**src/rtl/match_timer_pkg.sv**
```systemverilog
// Shared register offsets and control/status bit positions for the
// compare match interval timer. Assumes a 2-bit register offset.
package match_timer_pkg;

    localparam int unsigned ADDR_W = 2;
    localparam int unsigned SEL_W  = 2;

    // Register offsets on the access port
    typedef enum logic [ADDR_W-1:0] {
        REG_RUN = 2'd0,
        REG_CSR = 2'd1,
        REG_CNT = 2'd2,
        REG_LIM = 2'd3
    } reg_off_e;

    // Bit positions inside the control/status word
    localparam int unsigned CSR_FLAG_BIT = 7;
    localparam int unsigned CSR_IE_BIT   = 6;
    localparam int unsigned CSR_SEL_LSB  = 0;

endpackage

```
**src/rtl/mt_prescaler.sv**
```systemverilog
// Free-running clock divider that issues a one-cycle step pulse at one of
// 2**SEL_W ratios. Ratio g is 2**(BASE_LOG + STEP_LOG*g). The divider is
// held at zero while run is low, so the first step after starting comes
// a full ratio later. Assumes sel is stable while running.
module mt_prescaler #(
    parameter int unsigned BASE_LOG = 3,
    parameter int unsigned STEP_LOG = 2,
    parameter int unsigned SEL_W    = 2
) (
    input  logic             clk,
    input  logic             rst_n,
    input  logic             run,
    input  logic [SEL_W-1:0] sel,
    output logic             tick
);
    localparam int unsigned N_SEL = 1 << SEL_W;
    localparam int unsigned PRE_W = BASE_LOG + STEP_LOG * (N_SEL - 1);

    logic [PRE_W-1:0] pre_q;
    logic [N_SEL-1:0] hit;

    // Divider count: advances while running, cleared when stopped
    always_ff @(posedge clk) begin
        if (!rst_n) begin
            pre_q <= '0;
        end else if (!run) begin
            pre_q <= '0;
        end else begin
            pre_q <= pre_q + 1'b1;
        end
    end

    // One terminal-count detector per ratio: low bits all ones
    for (genvar g = 0; g < N_SEL; g++) begin : g_ratio
        localparam int unsigned W = BASE_LOG + STEP_LOG * g;
        assign hit[g] = &pre_q[W-1:0];
    end

    assign tick = run & hit[sel];

endmodule

```
**src/rtl/mt_counter.sv**
```systemverilog
// Up-counter and limit register. On a step, a counter equal to the limit
// produces a match and returns to zero; otherwise it adds one. A software
// write to the counter takes priority over a step in the same cycle.
module mt_counter #(
    parameter int unsigned CNT_W = 16
) (
    input  logic             clk,
    input  logic             rst_n,
    input  logic             tick,
    input  logic             wr_cnt,
    input  logic             wr_lim,
    input  logic [CNT_W-1:0] wdata,
    output logic [CNT_W-1:0] cnt,
    output logic [CNT_W-1:0] lim,
    output logic             match
);
    logic [CNT_W-1:0] cnt_q;
    logic [CNT_W-1:0] lim_q;

    assign match = tick && (cnt_q == lim_q);

    // Counter: software load, else step with wrap at the limit
    always_ff @(posedge clk) begin
        if (!rst_n) begin
            cnt_q <= '0;
        end else if (wr_cnt) begin
            cnt_q <= wdata;
        end else if (tick) begin
            cnt_q <= match ? '0 : cnt_q + 1'b1;
        end
    end

    // Limit register: resets to all ones, loaded by software
    always_ff @(posedge clk) begin
        if (!rst_n) begin
            lim_q <= '1;
        end else if (wr_lim) begin
            lim_q <= wdata;
        end
    end

    assign cnt = cnt_q;
    assign lim = lim_q;

endmodule

```
**src/rtl/mt_flag.sv**
```systemverilog
// Sticky match flag with a guarded clear. A read that sees the flag at 1
// with no match in the same cycle arms the clear. A later write of 0
// clears the flag only while armed. Any match disarms and wins over a
// clear. The acknowledge input clears the flag directly.
module mt_flag (
    input  logic clk,
    input  logic rst_n,
    input  logic match,
    input  logic rd_csr,
    input  logic wr_csr,
    input  logic wflag,
    input  logic ack,
    output logic flag,
    output logic armed
);
    logic flag_q;
    logic armed_q;
    logic clr_write;

    assign clr_write = wr_csr && !wflag;

    // Flag: a set beats every clearing source
    always_ff @(posedge clk) begin
        if (!rst_n) begin
            flag_q <= 1'b0;
        end else if (match) begin
            flag_q <= 1'b1;
        end else if ((clr_write && armed_q) || ack) begin
            flag_q <= 1'b0;
        end
    end

    // Arm bit: remembers a read of 1 until a match or a clear
    always_ff @(posedge clk) begin
        if (!rst_n) begin
            armed_q <= 1'b0;
        end else if (match || clr_write || ack) begin
            armed_q <= 1'b0;
        end else if (rd_csr && flag_q) begin
            armed_q <= 1'b1;
        end
    end

    assign flag  = flag_q;
    assign armed = armed_q;

endmodule

```
**src/rtl/match_timer.sv**
```systemverilog
// Compare match interval timer top. Decodes the register port, holds the
// run bit, interrupt enable and ratio select, and ties together the
// divider, the counter and the guarded flag. Assumes one access per
// cycle; read data is combinational on the offset.
module match_timer
    import match_timer_pkg::*;
#(
    parameter int unsigned CNT_W    = 16,
    parameter int unsigned BASE_LOG = 3,
    parameter int unsigned STEP_LOG = 2
) (
    input  logic              clk,
    input  logic              rst_n,
    input  logic              bus_sel,
    input  logic              bus_wr,
    input  logic [ADDR_W-1:0] bus_addr,
    input  logic [CNT_W-1:0]  bus_wdata,
    output logic [CNT_W-1:0]  bus_rdata,
    input  logic              xfer_ack,
    output logic              irq
);
    reg_off_e         off;
    logic             wr_run, wr_csr, wr_cnt, wr_lim, rd_csr;
    logic             run_q, ie_q;
    logic [SEL_W-1:0] sel_q;
    logic             tick, match, flag, armed;
    logic [CNT_W-1:0] cnt, lim;

    assign off    = reg_off_e'(bus_addr);
    assign wr_run = bus_sel &&  bus_wr && (off == REG_RUN);
    assign wr_csr = bus_sel &&  bus_wr && (off == REG_CSR);
    assign wr_cnt = bus_sel &&  bus_wr && (off == REG_CNT);
    assign wr_lim = bus_sel &&  bus_wr && (off == REG_LIM);
    assign rd_csr = bus_sel && !bus_wr && (off == REG_CSR);

    // Control bits: run, interrupt enable and ratio select
    always_ff @(posedge clk) begin
        if (!rst_n) begin
            run_q <= 1'b0;
            ie_q  <= 1'b0;
            sel_q <= '0;
        end else begin
            if (wr_run) run_q <= bus_wdata[0];
            if (wr_csr) begin
                ie_q  <= bus_wdata[CSR_IE_BIT];
                sel_q <= bus_wdata[CSR_SEL_LSB +: SEL_W];
            end
        end
    end

    mt_prescaler #(
        .BASE_LOG (BASE_LOG),
        .STEP_LOG (STEP_LOG),
        .SEL_W    (SEL_W)
    ) u_pre (
        .clk   (clk),
        .rst_n (rst_n),
        .run   (run_q),
        .sel   (sel_q),
        .tick  (tick)
    );

    mt_counter #(
        .CNT_W (CNT_W)
    ) u_cnt (
        .clk    (clk),
        .rst_n  (rst_n),
        .tick   (tick),
        .wr_cnt (wr_cnt),
        .wr_lim (wr_lim),
        .wdata  (bus_wdata),
        .cnt    (cnt),
        .lim    (lim),
        .match  (match)
    );

    mt_flag u_flag (
        .clk    (clk),
        .rst_n  (rst_n),
        .match  (match),
        .rd_csr (rd_csr),
        .wr_csr (wr_csr),
        .wflag  (bus_wdata[CSR_FLAG_BIT]),
        .ack    (xfer_ack),
        .flag   (flag),
        .armed  (armed)
    );

    // Read mux: reserved bits are constant zero
    always_comb begin
        bus_rdata = '0;
        unique case (off)
            REG_RUN: bus_rdata[0] = run_q;
            REG_CSR: begin
                bus_rdata[CSR_FLAG_BIT]             = flag;
                bus_rdata[CSR_IE_BIT]               = ie_q;
                bus_rdata[CSR_SEL_LSB +: SEL_W]     = sel_q;
            end
            REG_CNT: bus_rdata = cnt;
            REG_LIM: bus_rdata = lim;
        endcase
    end

    assign irq = flag & ie_q;

endmodule

```
**config.mk**
```make
export PLATFORM = sky130hd
export DESIGN_NAME = match_timer
export DESIGN_NICKNAME = d
export VERILOG_FILES = /design/src/rtl/match_timer_pkg.sv /design/src/rtl/mt_prescaler.sv /design/src/rtl/mt_counter.sv /design/src/rtl/mt_flag.sv /design/src/rtl/match_timer.sv
export SDC_FILE = /design/constraint.sdc
export NUM_CORES = 1
export LEC_CHECK = 0
export BUFFER_PORTS_ARGS = -buffer_cell sky130_fd_sc_hd__buf_4
export CAP_MARGIN = 10
export CORE_AREA = 2 2 94 60
export CTS_BUF_LIST = sky130_fd_sc_hd__clkbuf_8
export CTS_CLUSTER_SIZE = 16
export DETAILED_ROUTE_END_ITERATION = 8
export DIE_AREA = 0 0 96 62
export PLACE_DENSITY_LB_ADDON = 0.25
export REMOVE_ABC_BUFFERS = 1
export SLEW_MARGIN = 5
export SYNTH_ARGS = -nofsm -noshare
export SYNTH_HDL_FRONTEND = slang
export SYNTH_HIERARCHICAL = 1
export SYNTH_SLANG_ARGS = --single-unit
```
**constraint.sdc**
```tcl
create_clock -name clk -period 5.6 [get_ports clk]
set_clock_uncertainty 0.1 [all_clocks]
set_input_delay 0.56 -clock clk [delete_from_list [all_inputs] [get_ports clk]]
set_output_delay 0.56 -clock clk [all_outputs]
set_load 0.1 [all_outputs]
```
# ---- Word-level counts from Yosys, hierarchy flattened
# Cells that the tools add are included.
# Widths: inputs -> output; s select.
dict set report op_classes {
  add_sub_neg 2
  magnitude_cmp 1
  n_eq_ne 4
  muxes 12
  bitwise_logic 3
  reduce_logical 25
}
# operator n
set ops {}
lappend ops {{$mux 16} 3}
lappend ops {{$add 16x1->16 const B} 1}
lappend ops {{$eq 16x16->1} 1}
lappend ops {{$pmux 8 s2} 1}
lappend ops {{$logic_and 1x1->1} 11}
lappend ops {{$add 9x1->9 const B} 1}
lappend ops {{$reduce_and 9->1} 1}
lappend ops {{$pmux 4 s2} 1}
lappend ops {{$reduce_and 7->1} 1}
lappend ops {{$pmux 2 s3} 1}
lappend ops {{$reduce_and 5->1} 1}
lappend ops {{$eq 2x2->1 const B} 2}
lappend ops {{$pmux 1 s4} 1}
lappend ops {{$reduce_bool 2->1} 2}
lappend ops {{$logic_or 1x1->1} 3}
lappend ops {{$lt 2x3->1 const B} 1}
lappend ops {{$mux 1} 3}
lappend ops {{$pmux 1 s3} 1}
lappend ops {{$reduce_and 3->1} 1}
lappend ops {{$and 1x1->1} 2}
lappend ops {{$bmux 1 s2} 1}
lappend ops {{$eq 2x1->1 const B} 1}
lappend ops {{$logic_not 1->1} 2}
lappend ops {{$logic_not 2->1} 1}
lappend ops {{other kinds (3)} 3}
dict set report word_totals {
  reg_bits 47
  output_inout_bits 17
  wordCells 55
}

# ---- Depth between registers and ports, before layout
dict set report logic_depth {
  word_depth 8
  mapped_depth 12
  mapped_depth_nobuf 11
}

# ---- By module
# Netlist, hierarchy kept.
# mod instances cells_each area_per_inst_um2 seq_area_each_um2
set modules_own_cells {}
lappend modules_own_cells {mt_counter 1 189 1687.9 640.6}
lappend modules_own_cells {match_timer 1 60 541.8 80.1}
lappend modules_own_cells {mt_prescaler 1 44 402.9 180.2}
lappend modules_own_cells {mt_flag 1 9 100.1 40.0}

# ---- Worst setup path after synthesis
# OpenSTA, ideal clock, no wires.
dict set report synth_timing {
  path_kind {input to output}
  start {input bus_addr[1]}
  end {output bus_rdata[10]}
  arrival_ps 2295
  required_ps 4940
  slack_ps 2645
  cell_stages 3
  n_path_buf 2
  path_cell_list {buf_4 > clkbuf_1 > nor2b_1}
}
dict set report synth_via {
  elab_chain_len 2
  elab_cells_between_ends 3
  classes_between {eq/ne (2); mux (1)}
}
# element line
set synth_rtl {}
lappend synth_rtl {{from (decl)} match_timer.sv:16} ;# input logic [ADDR_W-1:0] bus_addr,
lappend synth_rtl {{$eq 2x2->1} match_timer.sv:92} ;# unique case (off)
lappend synth_rtl {{$pmux 8 s2 *} match_timer.sv:92}
lappend synth_rtl {{to (decl)} match_timer.sv:18} ;# output logic [CNT_W-1:0] bus_rdata,
# Mark *: on every way between the ends. The rest lies on a longest branch, timed or not.

# ---- Final worst setup path
dict set report layout_timing {
  start {register u_pre.pre_q[0]}
  end {register u_cnt.cnt_q[11] (netlist: u_cnt/cnt[11])}
}
dict set report layout_via {
  elab_chain_len 8
  elab_cells_between_ends 12
  classes_between {mux (5); bitwise (1); reduce/logical (6)}
}
# element line
set layout_rtl {}
lappend layout_rtl {{from (decl)} mt_prescaler.sv:19} ;# logic [PRE_W-1:0] pre_q;
lappend layout_rtl {{from (signal assigned)} mt_prescaler.sv:29} ;# pre_q <= pre_q + 1'b1;
lappend layout_rtl {{$reduce_and 9->1, or another cell as far along} mt_prescaler.sv:36} ;# assign hit[g] = &pre_q[W-1:0];
lappend layout_rtl {{$bmux 1 s2 *} mt_prescaler.sv:39} ;# assign tick = run & hit[sel];
lappend layout_rtl {{$mux 1 (not written as such) *} mt_prescaler.sv:39}
lappend layout_rtl {{$and 1x1->1 *} mt_prescaler.sv:39}
lappend layout_rtl {{via tick} match_timer.sv:26} ;# logic tick, match, flag, armed;
lappend layout_rtl {{$logic_and 1x1->1} mt_counter.sv:20} ;# assign match = tick && (cnt_q == lim_q);
lappend layout_rtl {{$mux 16} mt_counter.sv:29} ;# cnt_q <= match ? '0 : cnt_q + 1'b1;
lappend layout_rtl {{$mux 16} mt_counter.sv:28} ;# end else if (tick) begin
lappend layout_rtl {{$mux 16} mt_counter.sv:26} ;# end else if (wr_cnt) begin
lappend layout_rtl {{to (signal assigned)} mt_counter.sv:27} ;# cnt_q <= wdata;
lappend layout_rtl {{to (signal assigned)} mt_counter.sv:29}
lappend layout_rtl {{to (decl)} mt_counter.sv:17} ;# logic [CNT_W-1:0] cnt_q;
# Mark *: on every way through the listed nets, which the timed path passes. The rest lies on a longest branch. The select of a mux whose other input is x is not followed.
# A chain may end at the register's enable or synchronous reset.

==> impl_summary.log <==
INFO  metric number_of_antenna_violations_at_the_first_check_in_global_routing = 0
INFO  metric yosys_warnings = 6
INFO  metric vdd_ir_drop_max = 0.127 mV
INFO  metric nets = roughly 360
INFO  metric area_of_combinational_cells_with_multiple_inputs = 0.00167 mm²
INFO  metric synth_largest_area_cell = dfxtp_1
INFO  metric clkTransAtPathRegs = roughly 90 ps
INFO  metric cpMaxStageDelayCell = o41ai_4
INFO  metric run_status = complete, no violations
INFO  metric fin_tns_setup = 0 ps
INFO  metric first_pass_iters = 5
INFO  metric overflow = 0
INFO  metric path_class = flop to flop
INFO  metric yosys_most_used_dff = dfxtp_1
INFO  metric layout.cells.most_common_list = dfxtp_1 (47), buf_4 (41), nand2_1 (34)
INFO  metric leakage_power_total = roughly 1.2 nW
INFO  metric path_max_fanout = 18
INFO  metric layout_commonest_cell = dfxtp_1
INFO  metric place.port_buffers = 39
INFO  metric worstMarginPinSlew = roughly 1200 ps
INFO  metric syn-instance-count = 302
INFO  metric synthTopCellsByArea = dfxtp_1 (34%), mux2i_1 (12%), xor2_1 (6.1%)
INFO  metric synthDominantCellAreaShare = 0.344
INFO  metric fp.dieArea = roughly 0.006 mm²
INFO  metric final_min_period_over_clock_period = 0.530
INFO  metric finalSetupViolations = 0
INFO  metric synth.lib_cells_used.distinct = 42
INFO  metric grt_max_degree = 34
INFO  metric floorplan.io_pins = 40
INFO  metric max-cap-violations = 0
INFO  metric finalHoldViolCount = 0
INFO  metric global_route.usage.total = 0.213
INFO  metric cts_hold_buf = 0
INFO  metric synth.avg_cell_area = slightly above 9 µm²
INFO  metric tritoncts = done
INFO  metric syn_std_cell_area = about 0.0027 mm²
INFO  metric placement.setup.worst_slack = roughly 2700 ps
INFO  metric hold_slack = approximately 380 ps
INFO  metric final_hpwl_dp = approximately 4300 µm
INFO  metric dpl-instance-area = 0.00304 mm²
INFO  metric seq_area = roughly 940 µm²
INFO  metric post_cts_resize_count = 0
INFO  metric gp_routability_congestion = 0.833
INFO  metric sequential_area_share_after_synthesis = 0.344
INFO  metric floorplan.core_area = between 0.005 and 0.006 mm²
INFO  metric cp_cell_instances = ha_1 -> nand3_2 -> inv_1 -> ha_1 -> mux2_2 -> o21ai_0 -> a31oi_1 -> buf_4 -> nand2_1 -> o41ai_4 -> o21ai_0
INFO  metric worst-endpoint-arrival = 3010 ps
INFO  metric hold-path-cell-count = 2
INFO  metric rows = 21
INFO  metric utilization = 0.600
INFO  metric cts_root_buf = clkbuf_8
INFO  metric first_global_vias = roughly 2.0k
INFO  metric worst_ep_required_time = approximately 5700 ps
INFO  metric layout_min_cycle_time = between 2000 and 3000 ps
INFO  metric remaining_drc_errors = 0
INFO  metric post_detailed_route_wirelength_per_cell = ~16 µm
INFO  metric synth_enable_flop_cells = 0
INFO  metric pwr_density_cell = about 220 mW/mm²
INFO  metric holdPathEnd = ie_q
INFO  metric via_per_inst = 5.62
INFO  metric finalWorstSetupSlack = between 2000 and 3000 ps
INFO  metric post_cts_setup_buffers = 0
INFO  metric timing.critical_path.to_type = flop
INFO  metric reg2reg_slack = around 2600 ps
INFO  metric starting_density_of_the_core = 0.523
INFO  metric slowest_delay = between 800 and 900 ps
INFO  metric num_antenna_cells = 0
INFO  metric ys_ff_latch = 47
INFO  metric startpoint_of_the_worst_register_to_register_path = u_pre/pre_q[0]
INFO  metric unrepaired_setup_endpoints_after_global_routing = no
INFO  metric die_width = 96 µm
INFO  metric drive_above_1_share = 0.184
INFO  metric grt_first_pass_wirelength = 9540 µm
INFO  metric count_of_vias_placed_by_the_detailed_router = roughly 2.3k
INFO  metric hold_path_class = flop to flop
INFO  metric clock-sinks = 47
INFO  metric design_area = between 0.003 and 0.004 mm²
INFO  metric fmax = approximately 0.34 GHz
INFO  metric drt_wl_total = roughly 6300 µm
INFO  metric timing.slew.headroom = 0.190
INFO  metric cts_max_level = 2
INFO  metric reg2regPathDepth = 11
INFO  metric drt_iter0_drc = 166
INFO  metric n_fill_cell = about 460
INFO  metric cts_inserted_buffers = 5
INFO  metric hold_path_startpoint = ie_q
INFO  metric startpoint_type = flop
INFO  metric timing.rr.end = u_cnt/cnt[11]
INFO  metric antenna_violating_nets_post_route = 0
INFO  metric clock_latency = ~300 ps
INFO  metric async_flop_share = 0
INFO  metric die_height = ~62 µm
INFO  metric flow.area_growth_from_synthesis = 14.8%
INFO  metric clock_tree.buffer_depth = 2
INFO  metric timing_max_transition_violations_final = 0
-- layout make-up --
type	instances	area share
Clock buffer	7	0.0307
Clock inverter	1	0.00120
Inverter	8	0.00957
Multi-Input combinational cell	228	0.533
Sequential cell	47	0.300
Tap cell	69	0.0275
Timing Repair Buffer	41	0.0981
-- layer usage --
layer / vias to the layer above / routed length [µm] / track usage
met5: - / 0 / 0
met4: 0 / 42 / 0.0571
met3: 5 / 407 / 0.0434
met2: 67 / 2560 / 0.319
met1: 1056 / 3300 / 0.314
li1: 1127 / - / -
-- synth_stat cells (3+ instances only) --
library cell and count:
dfxtp_1 47, nand2_1 34, mux2i_1 32, a21oi_1 19
xor2_1 19, nor3b_1 16, o22ai_1 15, clkbuf_1 13
nor2b_1 12, xnor2_1 12, inv_1 8, nand3_1 8
nand4_1 6, nor2_1 6, o21ai_0 6, ha_1 5
and3_1 4, or3_1 4, a22o_1 3, buf_2 3
mux2_4 3, nor3_1 3
-- logic make-up (layout without fill, tap and decap cells) --
| family | after synthesis | after routing | share of synthesized area |
|---|---|---|---|
| AND/OR/NAND/NOR | 108 | 108 | 0.231 |
| AO/OA/AOI/OAI | 47 | 47 | 0.111 |
| multiplexers | 37 | 37 | 0.146 |
| flip-flops | 47 | 47 | 0.344 |
| buffers and inverters | 27 | 57 | 0.0453 |
| adder cells (fa/ha/maj) | 5 | 5 | 0.0229 |
| XOR/XNOR | 31 | 31 | 0.0994 |
-- power by group --
group          total (W)  internal (W)  switching [W]  leakage, nW
Clock           0.000223      0.000111       0.000112       0.0557
Sequential      0.000347      0.000340     0.00000763        0.381
Combinational   0.000133     0.0000429      0.0000904        0.770
Total           0.000704      0.000493       0.000210         1.21
-- registers in the layout, summed over array words and instances, names as in the netlist --
signal        cells
sel_q             2
u_cnt/cnt        16
u_flag/flag       1
ie_q              1
u_cnt/lim        16
u_flag/armed      1
u_pre/pre_q       9
run_q             1
-- critical path: cells and delay by family (launching register included) --
family                     cells  cell delay [ps]
and+or+nand+nor                2              260
muxes                          1              140
adders and majority gates      2              350
buffers and inverters          2              340
AOI/OAI and AO/OA              4             1250
DFF                            1              380
-- stage by stage --
stage | cells | total power [W]
floorplan | 283 | 0.000444
global placement | 393 | 0.000487
detailed placement | 393 | 0.000488
CTS | 401 | 0.000707
global route | 401 | 0.000733
finish | 401 | 0.000704
-- worst max path at each step --
| stage | cells after the start | endpoint | startpoint |
|---|---|---|---|
| floorplan | 7 | u_cnt/cnt[11] | u_pre/pre_q[0] |
| global placement | 10 | u_cnt/cnt[11] | u_pre/pre_q[0] |
| detailed placement | 11 | u_cnt/cnt[11] | u_pre/pre_q[0] |
| CTS | 11 | u_cnt/cnt[11] | u_pre/pre_q[0] |
| global route | 11 | u_cnt/cnt[11] | u_pre/pre_q[0] |
| finish | 11 | u_cnt/cnt[11] | u_pre/pre_q[0] |
Power figures use the tool's default switching activity.
